==> src/rtl/flash_dec_pkg.sv <==
package flash_dec_pkg;
  localparam int WIN_AW     = 28;
  localparam int UNIT_W     = 8;
  localparam int UNIT_LSB   = WIN_AW - UNIT_W;
  localparam int START_LSB  = UNIT_LSB - 16;
  localparam int END_LSB    = UNIT_LSB;
  localparam int REG_W      = 32;
  localparam int REG_AW     = 2;
  localparam int STATUS_IDX = 3;
  localparam logic [UNIT_W-1:0] CS0_RST_END = 8'h7F;

  typedef struct packed {
    logic [UNIT_W-1:0] end_u;
    logic [UNIT_W-1:0] start_u;
  } seg_t;

  // enabled (non-zero) and well-formed (end >= start)
  function automatic logic seg_valid(seg_t s);
    return ((s.start_u != '0) || (s.end_u != '0)) && (s.end_u >= s.start_u);
  endfunction
endpackage

==> src/rtl/flash_seg_regs.sv <==
module flash_seg_regs
  import flash_dec_pkg::*;
#(
  parameter int NUM_CS = 3
) (
  input  logic                    clk_i,
  input  logic                    rst_ni,
  input  logic                    we_i,
  input  logic [REG_AW-1:0]       idx_i,
  input  logic [REG_W-1:0]        wdata_i,
  output seg_t [NUM_CS-1:0]       seg_o
);
  logic [UNIT_W-1:0] start_q [NUM_CS];
  logic [UNIT_W-1:0] end_q   [NUM_CS];

  for (genvar k = 0; k < NUM_CS; k++) begin : g_seg
    localparam logic [UNIT_W-1:0] RST_END = (k == 0) ? CS0_RST_END : '0;
    logic sel;
    assign sel = we_i && (idx_i == REG_AW'(k));

    always_ff @(posedge clk_i or negedge rst_ni) begin
      if (!rst_ni)  end_q[k] <= RST_END;
      else if (sel) end_q[k] <= wdata_i[END_LSB +: UNIT_W];
    end

    if (k == 0) begin : g_fixed_start
      assign start_q[k] = '0;  // read-only start for cs0
    end else begin : g_rw_start
      always_ff @(posedge clk_i or negedge rst_ni) begin
        if (!rst_ni)  start_q[k] <= '0;
        else if (sel) start_q[k] <= wdata_i[START_LSB +: UNIT_W];
      end
    end

    assign seg_o[k] = '{end_u: end_q[k], start_u: start_q[k]};
  end
endmodule

==> src/rtl/flash_seg_match.sv <==
module flash_seg_match
  import flash_dec_pkg::*;
#(
  parameter int NUM_CS = 3
) (
  input  seg_t [NUM_CS-1:0]   seg_i,
  input  logic [WIN_AW-1:0]   addr_i,
  output logic                hit_o,
  output logic [NUM_CS-1:0]   cs_o,
  output logic [WIN_AW-1:0]   off_o
);
  logic [UNIT_W-1:0] unit;
  logic [NUM_CS-1:0] match;

  assign unit = addr_i[UNIT_LSB +: UNIT_W];

  for (genvar k = 0; k < NUM_CS; k++) begin : g_cmp
    assign match[k] = seg_valid(seg_i[k]) &&
                      (unit >= seg_i[k].start_u) && (unit <= seg_i[k].end_u);
  end

  // descending scan so the lowest index is assigned last and wins
  always_comb begin
    hit_o = 1'b0;
    cs_o  = '0;
    off_o = '0;
    for (int k = NUM_CS - 1; k >= 0; k--) begin
      if (match[k]) begin
        hit_o = 1'b1;
        cs_o  = NUM_CS'(1) << k;
        off_o = addr_i - {seg_i[k].start_u, {UNIT_LSB{1'b0}}};
      end
    end
  end
endmodule

==> src/rtl/flash_overlap_det.sv <==
module flash_overlap_det
  import flash_dec_pkg::*;
#(
  parameter int NUM_CS = 3
) (
  input  logic              clk_i,
  input  logic              rst_ni,
  input  seg_t [NUM_CS-1:0] seg_i,
  input  logic              clr_i,
  output logic              ovl_o
);
  localparam int NPAIR = NUM_CS * NUM_CS;

  logic [NPAIR-1:0] pair_ovl;
  logic             ovl_now;
  logic             ovl_q;

  for (genvar i = 0; i < NUM_CS; i++) begin : g_i
    for (genvar j = 0; j < NUM_CS; j++) begin : g_j
      if (i < j) begin : g_pair
        assign pair_ovl[i*NUM_CS+j] = seg_valid(seg_i[i]) && seg_valid(seg_i[j]) &&
                                      (seg_i[i].start_u <= seg_i[j].end_u) &&
                                      (seg_i[j].start_u <= seg_i[i].end_u);
      end else begin : g_none
        assign pair_ovl[i*NUM_CS+j] = 1'b0;
      end
    end
  end

  assign ovl_now = |pair_ovl;

  // set dominates clear
  always_ff @(posedge clk_i or negedge rst_ni) begin
    if (!rst_ni)      ovl_q <= 1'b0;
    else if (ovl_now) ovl_q <= 1'b1;
    else if (clr_i)   ovl_q <= 1'b0;
  end

  assign ovl_o = ovl_q;

  AST_OVL_SET: assert property (@(posedge clk_i) disable iff (!rst_ni)
    ovl_now |=> ovl_q);
  AST_OVL_STICKY: assert property (@(posedge clk_i) disable iff (!rst_ni)
    (ovl_q && !clr_i) |=> ovl_q);
endmodule

==> src/rtl/flash_cs_decoder.sv <==
module flash_cs_decoder
  import flash_dec_pkg::*;
#(
  parameter int NUM_CS = 3
) (
  input  logic               clk_i,
  input  logic               rst_ni,
  input  logic               reg_we_i,
  input  logic [1:0]         reg_idx_i,
  input  logic [31:0]        reg_wdata_i,
  output logic [31:0]        reg_rdata_o,
  input  logic [27:0]        addr_i,
  output logic               hit_o,
  output logic [NUM_CS-1:0]  cs_o,
  output logic [27:0]        seg_off_o,
  output logic               overlap_o
);
  seg_t [NUM_CS-1:0] seg;
  logic              ovl_clr;

  flash_seg_regs #(.NUM_CS(NUM_CS)) u_regs (
    .clk_i   (clk_i),
    .rst_ni  (rst_ni),
    .we_i    (reg_we_i),
    .idx_i   (reg_idx_i),
    .wdata_i (reg_wdata_i),
    .seg_o   (seg)
  );

  flash_seg_match #(.NUM_CS(NUM_CS)) u_match (
    .seg_i  (seg),
    .addr_i (addr_i),
    .hit_o  (hit_o),
    .cs_o   (cs_o),
    .off_o  (seg_off_o)
  );

  assign ovl_clr = reg_we_i && (reg_idx_i == REG_AW'(STATUS_IDX)) && reg_wdata_i[0];

  flash_overlap_det #(.NUM_CS(NUM_CS)) u_ovl (
    .clk_i  (clk_i),
    .rst_ni (rst_ni),
    .seg_i  (seg),
    .clr_i  (ovl_clr),
    .ovl_o  (overlap_o)
  );

  always_comb begin
    reg_rdata_o = '0;
    for (int k = 0; k < NUM_CS; k++) begin
      if (reg_idx_i == REG_AW'(k)) begin
        reg_rdata_o[END_LSB +: UNIT_W]   = seg[k].end_u;
        reg_rdata_o[START_LSB +: UNIT_W] = seg[k].start_u;
      end
    end
    if (reg_idx_i == REG_AW'(STATUS_IDX)) reg_rdata_o[0] = overlap_o;
  end

  AST_CS_ONEHOT: assert property (@(posedge clk_i) disable iff (!rst_ni)
    $onehot0(cs_o));
  AST_MISS_QUIET: assert property (@(posedge clk_i) disable iff (!rst_ni)
    !hit_o |-> (cs_o == '0 && seg_off_o == '0));
  AST_OFF_BOUND: assert property (@(posedge clk_i) disable iff (!rst_ni)
    hit_o |-> (seg_off_o <= addr_i));
endmodule

==> config.mk <==
export PLATFORM = sky130hd
export DESIGN_NAME = flash_cs_decoder
export DESIGN_NICKNAME = d
export VERILOG_FILES = /design/src/rtl/flash_dec_pkg.sv /design/src/rtl/flash_seg_regs.sv /design/src/rtl/flash_seg_match.sv /design/src/rtl/flash_overlap_det.sv /design/src/rtl/flash_cs_decoder.sv
export SDC_FILE = /design/constraint.sdc
export NUM_CORES = 1
export LEC_CHECK = 0
export BUFFER_PORTS_ARGS = -buffer_cell sky130_fd_sc_hd__buf_2
export CAP_MARGIN = 0
export CORE_ASPECT_RATIO = 2
export CORE_MARGIN = 3
export CORE_UTILIZATION = 55
export DETAILED_ROUTE_END_ITERATION = 8
export PLACE_DENSITY = 0.88
export REMOVE_ABC_BUFFERS = 1
export SYNTH_ARGS = -nofsm -noshare
export SYNTH_HDL_FRONTEND = slang
export SYNTH_SLANG_ARGS = --single-unit
==> constraint.sdc <==
create_clock -name clk_i -period 3.9 [get_ports clk_i]
set_input_delay 0.195 -clock clk_i [delete_from_list [all_inputs] [get_ports clk_i]]
set_output_delay 0.195 -clock clk_i [all_outputs]
set_load 0.01 [all_outputs]
==> results.json, run 1 <==
{
  "dp.final_hpwl_mm": 11.3,
  "use_met2": 0.512,
  "synth_edf_count": 0,
  "synth_top_area_frac": 0.231,
  "place_area_um2": 5270,
  "die_area_um2": 9900,
  "finalSetupViolations": 0,
  "drt_iter0_drc": 232,
  "grt_util_met3": 0.0453,
  "routed_wl_mm": 14.0,
  "io_pins": 130,
  "path_clk_slew_ps": 60,
  "max_clock_freq_ghz": 0.304,
  "grt_pass1_vias": 4515,
  "cap_violations": 0,
  "synth_common_cells": "ha_1, inv_1, o21ai_0",
  "via_per_inst": 6.36,
  "leakage_nw": 2.74,
  "grt_overflow": 0,
  "gp_congestion": 1.01,
  "switchingPower_mw": 1.13,
  "cts_sinks": 41,
  "drive_gt1_frac": 0.313,
  "fin_ws_ps": 607,
  "grt_pass1_wl_mm": 21.7,
  "syn_area_per_cell_um2": 9.27,
  "arrival_ps": 3100,
  "place_ws_ps": 890,
  "stdcell_count": 709,
  "dp_cells": 701,
  "ant_nets": 0,
  "die_x_um": 71.9,
  "ys_dominant_reg_cell": "dfrtp_1",
  "vias": 4508,
  "yosysWarnings": 0,
  "clockRootBuffer": "clkbuf_16",
  "synth_area_um2": 4770,
  "cts_resized": 0,
  "p_seq_frac": 0.272,
  "diodes": 0,
  "start_util": 0.572,
  "place.port_buffers": 99,
  "clk_latency_ps": 280,
  "r2r.worst_path.cells": 9,
  "hold_class": "in -> async",
  "wl_per_cell_um": 19.8,
  "drv_slew": 0,
  "critPathBufInv": 2,
  "p_sw_frac": 0.443,
  "antenna_found_initial": 0,
  "critical_path_depth": 11,
  "die_h_um": 138,
  "design.core.area_um2": 8350,
  "synthToLayoutAreaGrowth_pct": 13.4,
  "synthTopCellsByArea": "ha_1, dfrtp_1, mux2_2, dfstp_2, o21ai_0",
  "setup_tns_ps": 0,
  "peakVddDrop_mv": 0.421,
  "synth.most_common_cell": "ha_1",
  "finalHoldViolCount": 0,
  "critPathTopFamily": "simple AND/OR/NAND/NOR gates",
  "period_share": 0.844,
  "worstSetupEndpointType": "output pin",
  "syn_inst": 515,
  "drc": 0,
  "worstPathRequired_ps": 3700,
  "first_pass_iters": 5,
  "rows": 47,
  "cts_setup_buffers": 0,
  "ys_seq_elements": 41,
  "ys_seq_area_frac": 0.217,
  "rsz0062_at_grt": "no",
  "internal_power_mw": 1.42,
  "postCtsHoldBufs": 0,
  "fin_util": 0.648,
  "min_period_ps": 3290,
  "async_flop_share": 1.00,
  "cp_max_fo": 21,
  "outcome": "finished clean",
  "cp_slowest_cell": "dfrtp_1",
  "r2r_slack_ps": 1750,
  "skew_ps": 4.18,
  "use_met1": 0.277,
  "fin_area_um2": 5410,
  "slew_headroom": 0.410,
  "power_frac_clock": 0.153,
  "synth.distinct_cells": 61,
  "grt_use_total": 0.290,
  "grt-busiest-layer": "met2",
  "fin_nets": 765,
  "tritoncts": "yes",
  "clock_path_buffers": 2,
  "pwr-share-comb": 0.575,
  "cts_buffers": 5,
  "grt_max_degree": 42,
  "synth.largest_area_cell": "ha_1",
  "max_stage_delay_ps": 500,
  "h-tree-depth": 2,
  "critPathLaunchType": "flop",
  "path_class": "reg -> out",
  "power.density_nw_per_um2": 470,
  "path_cells": "ha_1 > inv_1 > fa_1 > a21o_1 > a21oi_2 > and2_4 > o31ai_4 > o211ai_4 > nand3_4 > and2_2 > buf_2",
  "tightestPinTransition_ps": 886
}
-- logic make-up after synthesis --
kind of cell	count (synthesis)	synth area share
and+or+nand+nor	132	0.169
muxes	41	0.0946
xor gates and xnor gates	12	0.0220
DFF	41	0.217
buffers and inverters	72	0.0744
AOI/OAI and AO/OA	126	0.183
adders and majority gates	90	0.239
other	1	0.000786
-- flip-flops by register name (all words and copies together) (netlist names) --
register / cells
u_ovl.ovl_o: 1
u_regs.seg_o: 40
-- placed cells by master (no fill, tap or decap), types with 7 or more instances in the layout --
cell type / count
mux2_2: 33
and2_4: 20
nor2b_1: 11
buf_2: 99
nor4_1: 11
a21o_1: 10
dfstp_2: 7
dfrtp_1: 34
mux2i_1: 8
ha_1: 88
a22o_1: 8
a21oi_1: 28
inv_1: 45
nand2_1: 28
conb_1: 15
nor2_1: 11
nand4_1: 17
nor3_1: 9
o21ai_0: 36
-- routing by layer --
| layer | routed length (µm) | vias up |
|---|---|---|
| li1 | - | 2050 |
| met1 | 4460 | 2085 |
| met2 | 7070 | 265 |
| met3 | 1010 | 108 |
| met4 | 1480 | 0 |
| met5 | 0 | - |
-- area by class of cell --
cell class                      instances  area, µm²
Multi-Input combinational cell        416       3440
Fill cell                             672       2940
Sequential cell                        41       1030
Timing Repair Buffer                  101        510
Inverter                               45        169
Clock buffer                            6        129
Tap cell                               98        123
Clock inverter                          2       10.0
-- stage by stage --
stage                     power [mW]  hold WS (ps)
final                           2.54          22.3
after global routing            2.74          67.0
after floorplan                 1.65          -101
after CTS                       2.53          50.6
after detailed placement        2.13           351
after global placement          2.06           328
-- worst paths after layout --
check                                  from                to
min reg2reg                u_regs.seg_o[11]  u_regs.seg_o[11]
min in group clk_i          reg_wdata_i[24]  u_regs.seg_o[12]
max                        u_regs.seg_o[32]      seg_off_o[0]
min                                  rst_ni  u_regs.seg_o[41]
max reg2reg                u_regs.seg_o[33]       u_ovl.ovl_o
max in group asynchronous            rst_ni  u_regs.seg_o[31]
-- power by group through the flow --
stage          Clock [mW]  Combinational [mW]  Sequential [mW]
5_1_grt             0.418                1.63            0.693
3_3_place_gp            0                1.38            0.683
6_report            0.388                1.46            0.693
4_1_cts             0.396                1.45            0.679
3_5_place_dp            0                1.45            0.686
2_1_floorplan           0                1.05            0.604
(Power assumes the default switching activity.)
==> inputs of run 2 (changes only) <==
Settings changed: CORE_UTILIZATION 55 to 49, PLACE_DENSITY 0.88 to 0.83.
Clock period 3.9 ns to 2.7 ns, I/O delays scaled along.
==> results.json, run 2 (synthesis results as in run 1) <==
{
  "r2r_start": "u_regs.seg_o[32]",
  "setup_tns_ps": -706,
  "final_cell_mix": "ha_1, buf_2, buf_4, inv_1, mux2_2",
  "slew_headroom": 0.371,
  "place_area_um2": 5590,
  "outcome": "finished, violations left",
  "path_cells": "ha_4 > fa_2 > nand2b_4 > a21oi_4 > a41oi_2 > o21ai_2 > buf_4 > and3_4 > buf_6 > nor3_2 > o22a_1 > buf_2",
  "cp_slowest_cell": "dfrtp_1",
  "period_share": 1.03,
  "drv_slew": 0,
  "fin_area_um2": 6430,
  "rows": 50,
  "peakVddDrop_mv": 0.767,
  "grt_max_degree": 42,
  "fin_hold_ws_ps": -29.0,
  "dp.final_hpwl_mm": 12.5,
  "max_clock_freq_ghz": 0.360,
  "die_h_um": 146,
  "max_stage_delay_ps": 430,
  "routed_wl_mm": 16.5,
  "p_seq_frac": 0.189,
  "rsz0062_at_grt": "yes",
  "die_area_um2": 11000,
  "drive_gt1_frac": 0.440,
  "internal_power_mw": 2.64,
  "finalSetupViolations": 22,
  "grt_pass1_wl_mm": 25.0,
  "gp_congestion": 0.949,
  "fin_util": 0.681,
  "power.density_nw_per_um2": 711,
  "die_x_um": 75.8,
  "min_period_ps": 2780,
  "cap_violations": 0,
  "startpoint": "u_regs.seg_o[16]",
  "pwr-share-comb": 0.663,
  "cts_sinks": 41,
  "leakage_nw": 3.15,
  "worstSetupEndpointType": "output pin",
  "vias": 4861,
  "power_frac_clock": 0.148,
  "postCtsHoldBufs": 0,
  "skew_ps": 8.82,
  "drc": 0,
  "cts_buffers": 5,
  "r2r_slack_ps": 530,
  "drt_iter0_drc": 254,
  "final_common_cell": "ha_1",
  "wl_per_cell_um": 20.4,
  "grt_pass1_vias": 5154,
  "p_sw_frac": 0.423,
  "arrival_ps": 2640,
  "clock_path_buffers": 2,
  "first_pass_iters": 6,
  "design.core.area_um2": 9450,
  "largest_reg_flops": 40,
  "diodes": 0,
  "via_per_inst": 6.02,
  "fin_nets": 833,
  "ant_nets": 0,
  "io_pins": 130,
  "place_ws_ps": 147,
  "hold_class": "in -> async",
  "fin_ws_ps": -78.8,
  "grt_overflow": 0,
  "totalPowerFinal_mw": 4.57,
  "synthToLayoutAreaGrowth_pct": 34.7,
  "start_util": 0.505,
  "switchingPower_mw": 1.93,
  "path_class": "reg -> out",
  "tritoncts": "yes",
  "clk_latency_ps": 290,
  "finalHoldViolCount": 15,
  "tightestPinTransition_ps": 944,
  "clockRootBuffer": "clkbuf_16",
  "grt_use_total": 0.297,
  "h-tree-depth": 2,
  "path_clk_slew_ps": 60,
  "antenna_found_initial": 0,
  "violations": "hold timing, setup timing",
  "critPathLaunchType": "flop",
  "place.port_buffers": 99,
  "cp_max_fo": 5,
  "worstPathRequired_ps": 2570
}
run 2: changes by cell type in the layout (fill, tap and decap cells not counted), moves of 3 or more:
cell / before / now
buf_12: 0 / 4
buf_2: 99 / 78
buf_4: 2 / 53
buf_6: 0 / 29
dfrtp_1: 34 / 29
dfrtp_2: 0 / 5
ha_1: 88 / 83
ha_4: 0 / 4
inv_1: 45 / 36
inv_2: 0 / 8
nand3_4: 2 / 6
nor3_1: 9 / 6
o21ai_0: 36 / 31
o21ai_1: 3 / 6
run 2: worst max-delay path: cells and delay by family (launching register included):
kind / cells / cell delay (ps)
AO/OA/AOI/OAI: 4 / 580
adder cells (fa/ha/maj): 2 / 520
flip-flops: 1 / 430
buffers and inverters: 3 / 410
AND/OR/NAND/NOR: 3 / 400
run 2: final timing paths:
check                                   endpoint  cells after the start
worst max-delay path               seg_off_o[23]                     12
worst min-delay path            u_regs.seg_o[33]                      1
worst max register to register       u_ovl.ovl_o                     11
worst min register to register  u_regs.seg_o[26]                      1
max in group asynchronous       u_regs.seg_o[28]                      1
min in group clk_i              u_regs.seg_o[12]                      3
run 2: repair_timing:
action	4_1_cts	5_1_grt
gates resized for setup	33	57
endpoints found under the setup margin	31	30
pin swaps	23	34
setup buffers	19	8
cloned	5	0
run 2: per-layer routing:
| metal | track usage | vias to the layer above | part of all wire |
|---|---|---|---|
| met2 | 0.527 | 290 | 0.53 |
| met1 | 0.287 | 2267 | 0.32 |
| li1 | - | 2197 | - |
| met5 | 0 | - | 0 |
| met3 | 0.0339 | 107 | 0.056 |
| met4 | 0.236 | 0 | 0.092 |
run 2: area by class of cell:
cell class	count	area (µm²)
clock buffers	5	125
clock inverters	2	35.0
fillers	695	3020
inverters	45	173
multi-input cells	420	3680
flip-flops and latches	41	1040
well taps	130	163
repair buffers	165	1210
run 2: power by group through the flow:
| stage | clock [mW] | combinational, mW | sequential (mW) |
|---|---|---|---|
| after floorplan | 0 | 1.51 | 0.872 |
| after global placement | 0 | 2.30 | 0.860 |
| after detailed placement | 0 | 2.41 | 0.865 |
| after CTS | 0.686 | 2.74 | 0.857 |
| after global routing | 0.703 | 3.29 | 0.874 |
| final | 0.676 | 3.03 | 0.867 |
run 2: per-stage QoR:
stage | std cells | hold WS (ps)
2_1_floorplan | 502 | -161
3_5_place_dp | 770 | 309
6_report | 808 | -29.0
5_1_grt | 808 | 45.6
3_3_place_gp | 770 | 278
4_1_cts | 800 | 0.528
==> inputs of run 3 (changes only) <==
Settings changed: CORE_MARGIN 3 to 2, PLACE_DENSITY 0.83 to 0.78.
==> results.json, run 3 (synthesis results as in run 1) <==
{
  "die_h_um": 144,
  "path_class": "reg -> out",
  "synthToLayoutAreaGrowth_pct": 33.6,
  "violations": "setup timing",
  "tritoncts": "yes",
  "grt_max_degree": 42,
  "ant_nets": 0,
  "diodes": 0,
  "drv_slew": 0,
  "place.port_buffers": 99,
  "first_pass_iters": 5,
  "fin_nets": 824,
  "cts_buffers": 5,
  "design.core.area_um2": 9640,
  "grt_pass1_wl_mm": 23.9,
  "grt_overflow": 0,
  "wl_per_cell_um": 20.1,
  "start_util": 0.495,
  "die_area_um2": 10600,
  "path_clk_slew_ps": 60,
  "dp.final_hpwl_mm": 12.3,
  "cts_sinks": 41,
  "routed_wl_mm": 16.1,
  "io_pins": 130,
  "grt_use_total": 0.300,
  "drt_iter0_drc": 251,
  "worstPathRequired_ps": 2570,
  "antenna_found_initial": 0,
  "leakage_nw": 3.10,
  "vias": 4872,
  "clockRootBuffer": "clkbuf_16",
  "drive_gt1_frac": 0.434,
  "fin_util": 0.662,
  "via_per_inst": 6.07,
  "outcome": "finished, violations left",
  "gp_congestion": 0.996,
  "clock_path_buffers": 2,
  "stdcell_count": 802,
  "dp_cells": 770,
  "rows": 51,
  "skew_ps": 4.61,
  "final_cell_mix": "ha_1, buf_2, buf_4, inv_1, mux2_2",
  "h-tree-depth": 2,
  "finalHoldViolCount": 0,
  "slew_headroom": 0.392,
  "r2r_start": "u_regs.seg_o[21]",
  "period_share": 1.02,
  "drc": 0,
  "clk_latency_ps": 290,
  "largest_reg_flops": 40,
  "peakVddDrop_mv": 0.529,
  "fin_ws_ps": -57.6,
  "min_from": "reg_wdata_i[22]",
  "cap_violations": 0,
  "critPathLaunchType": "flop",
  "cp_max_fo": 7,
  "startpoint": "u_regs.seg_o[16]",
  "min_period_ps": 2760,
  "max_clock_freq_ghz": 0.363,
  "die_x_um": 73.8,
  "hold_class": "in -> reg",
  "worstSetupEndpointType": "output pin",
  "grt_pass1_vias": 4853,
  "totalPowerFinal_mw": 4.51,
  "finalSetupViolations": 7,
  "arrival_ps": 2620,
  "rsz0062_at_grt": "yes",
  "tightestPinTransition_ps": 912,
  "power.density_nw_per_um2": 706
}
[run 3: cell types whose count changed in the layout (fill, tap and decap cells not counted), moves of 2 or more]
cell / delta
nand3_4: -2
buf_4: -3
ha_4: +5
ha_1: -4
buf_6: -6
buf_12: -3
[run 3: path summary, 6_finish.rpt]
path,slack [ps],to,depth (start not counted)
worst max-delay path,-60,seg_off_o[20],10
worst min-delay path,80,u_regs.seg_o[10],3
worst max register to register,600,u_ovl.ovl_o,8
worst min register to register,580,u_regs.seg_o[9],2
max in group asynchronous,1510,u_regs.seg_o[31],2
min in group asynchronous,540,u_regs.seg_o[17],2
[run 3: area by class of cell]
class                   instances  area, µm²
clock buffers                   7        143
clock inverters                 1       30.0
fillers                       757       3260
inverters                      45        173
multi-input cells             420       3730
flip-flops and latches         41       1040
well taps                     132        165
repair buffers                156       1100
[run 3: power breakdown]
group	switching [mW]	leakage [nW]	total [mW]	internal, mW
Combinational	1.53	2.55	2.92	1.40
Clock	0.238	0.0841	0.699	0.462
Sequential	0.135	0.468	0.883	0.748
Total	1.90	3.10	4.51	2.61
[run 3: critical path: stages, from the launching register on]
cell	delay (ps)
dfrtp_2	440
ha_4	190
fa_2	340
nand2b_4	150
a21oi_4	150
a41oi_2	70
o21ai_4	260
nand3_4	210
o21ai_1	170
a2bb2oi_1	190
buf_2	150
[run 3: through the flow]
| step | setup slack, ps | hold slack (ps) | TNS, ps | area, µm² |
|---|---|---|---|---|
| floorplan | 268 | -161 | 0 | 4640 |
| global placement | 152 | 282 | 0 | 5580 |
| detailed placement | 80.2 | 303 | 0 | 5580 |
| CTS | -27.6 | 85.7 | -96.6 | 6010 |
| global route | -119 | 96.2 | -1910 | 6380 |
| finish | -57.6 | 81.4 | -207 | 6380 |
[run 3: per-layer routing]
layer | global-route usage | wire [µm] | vias to the layer above
met5 | 0 | 0 | -
met4 | 0.242 | 1530 | 0
met1 | 0.287 | 5350 | 2265
li1 | - | - | 2179
met3 | 0.0337 | 838 | 133
met2 | 0.547 | 8430 | 295
[run 3: what timing repair did]
action	in CTS	in global routing
setup buffers	10	7
pin swaps	23	27
endpoints found under the setup margin	32	30
hold buffers	1	0
resized for setup	32	52
endpoints found under the hold margin	12	0
cloned	4	2
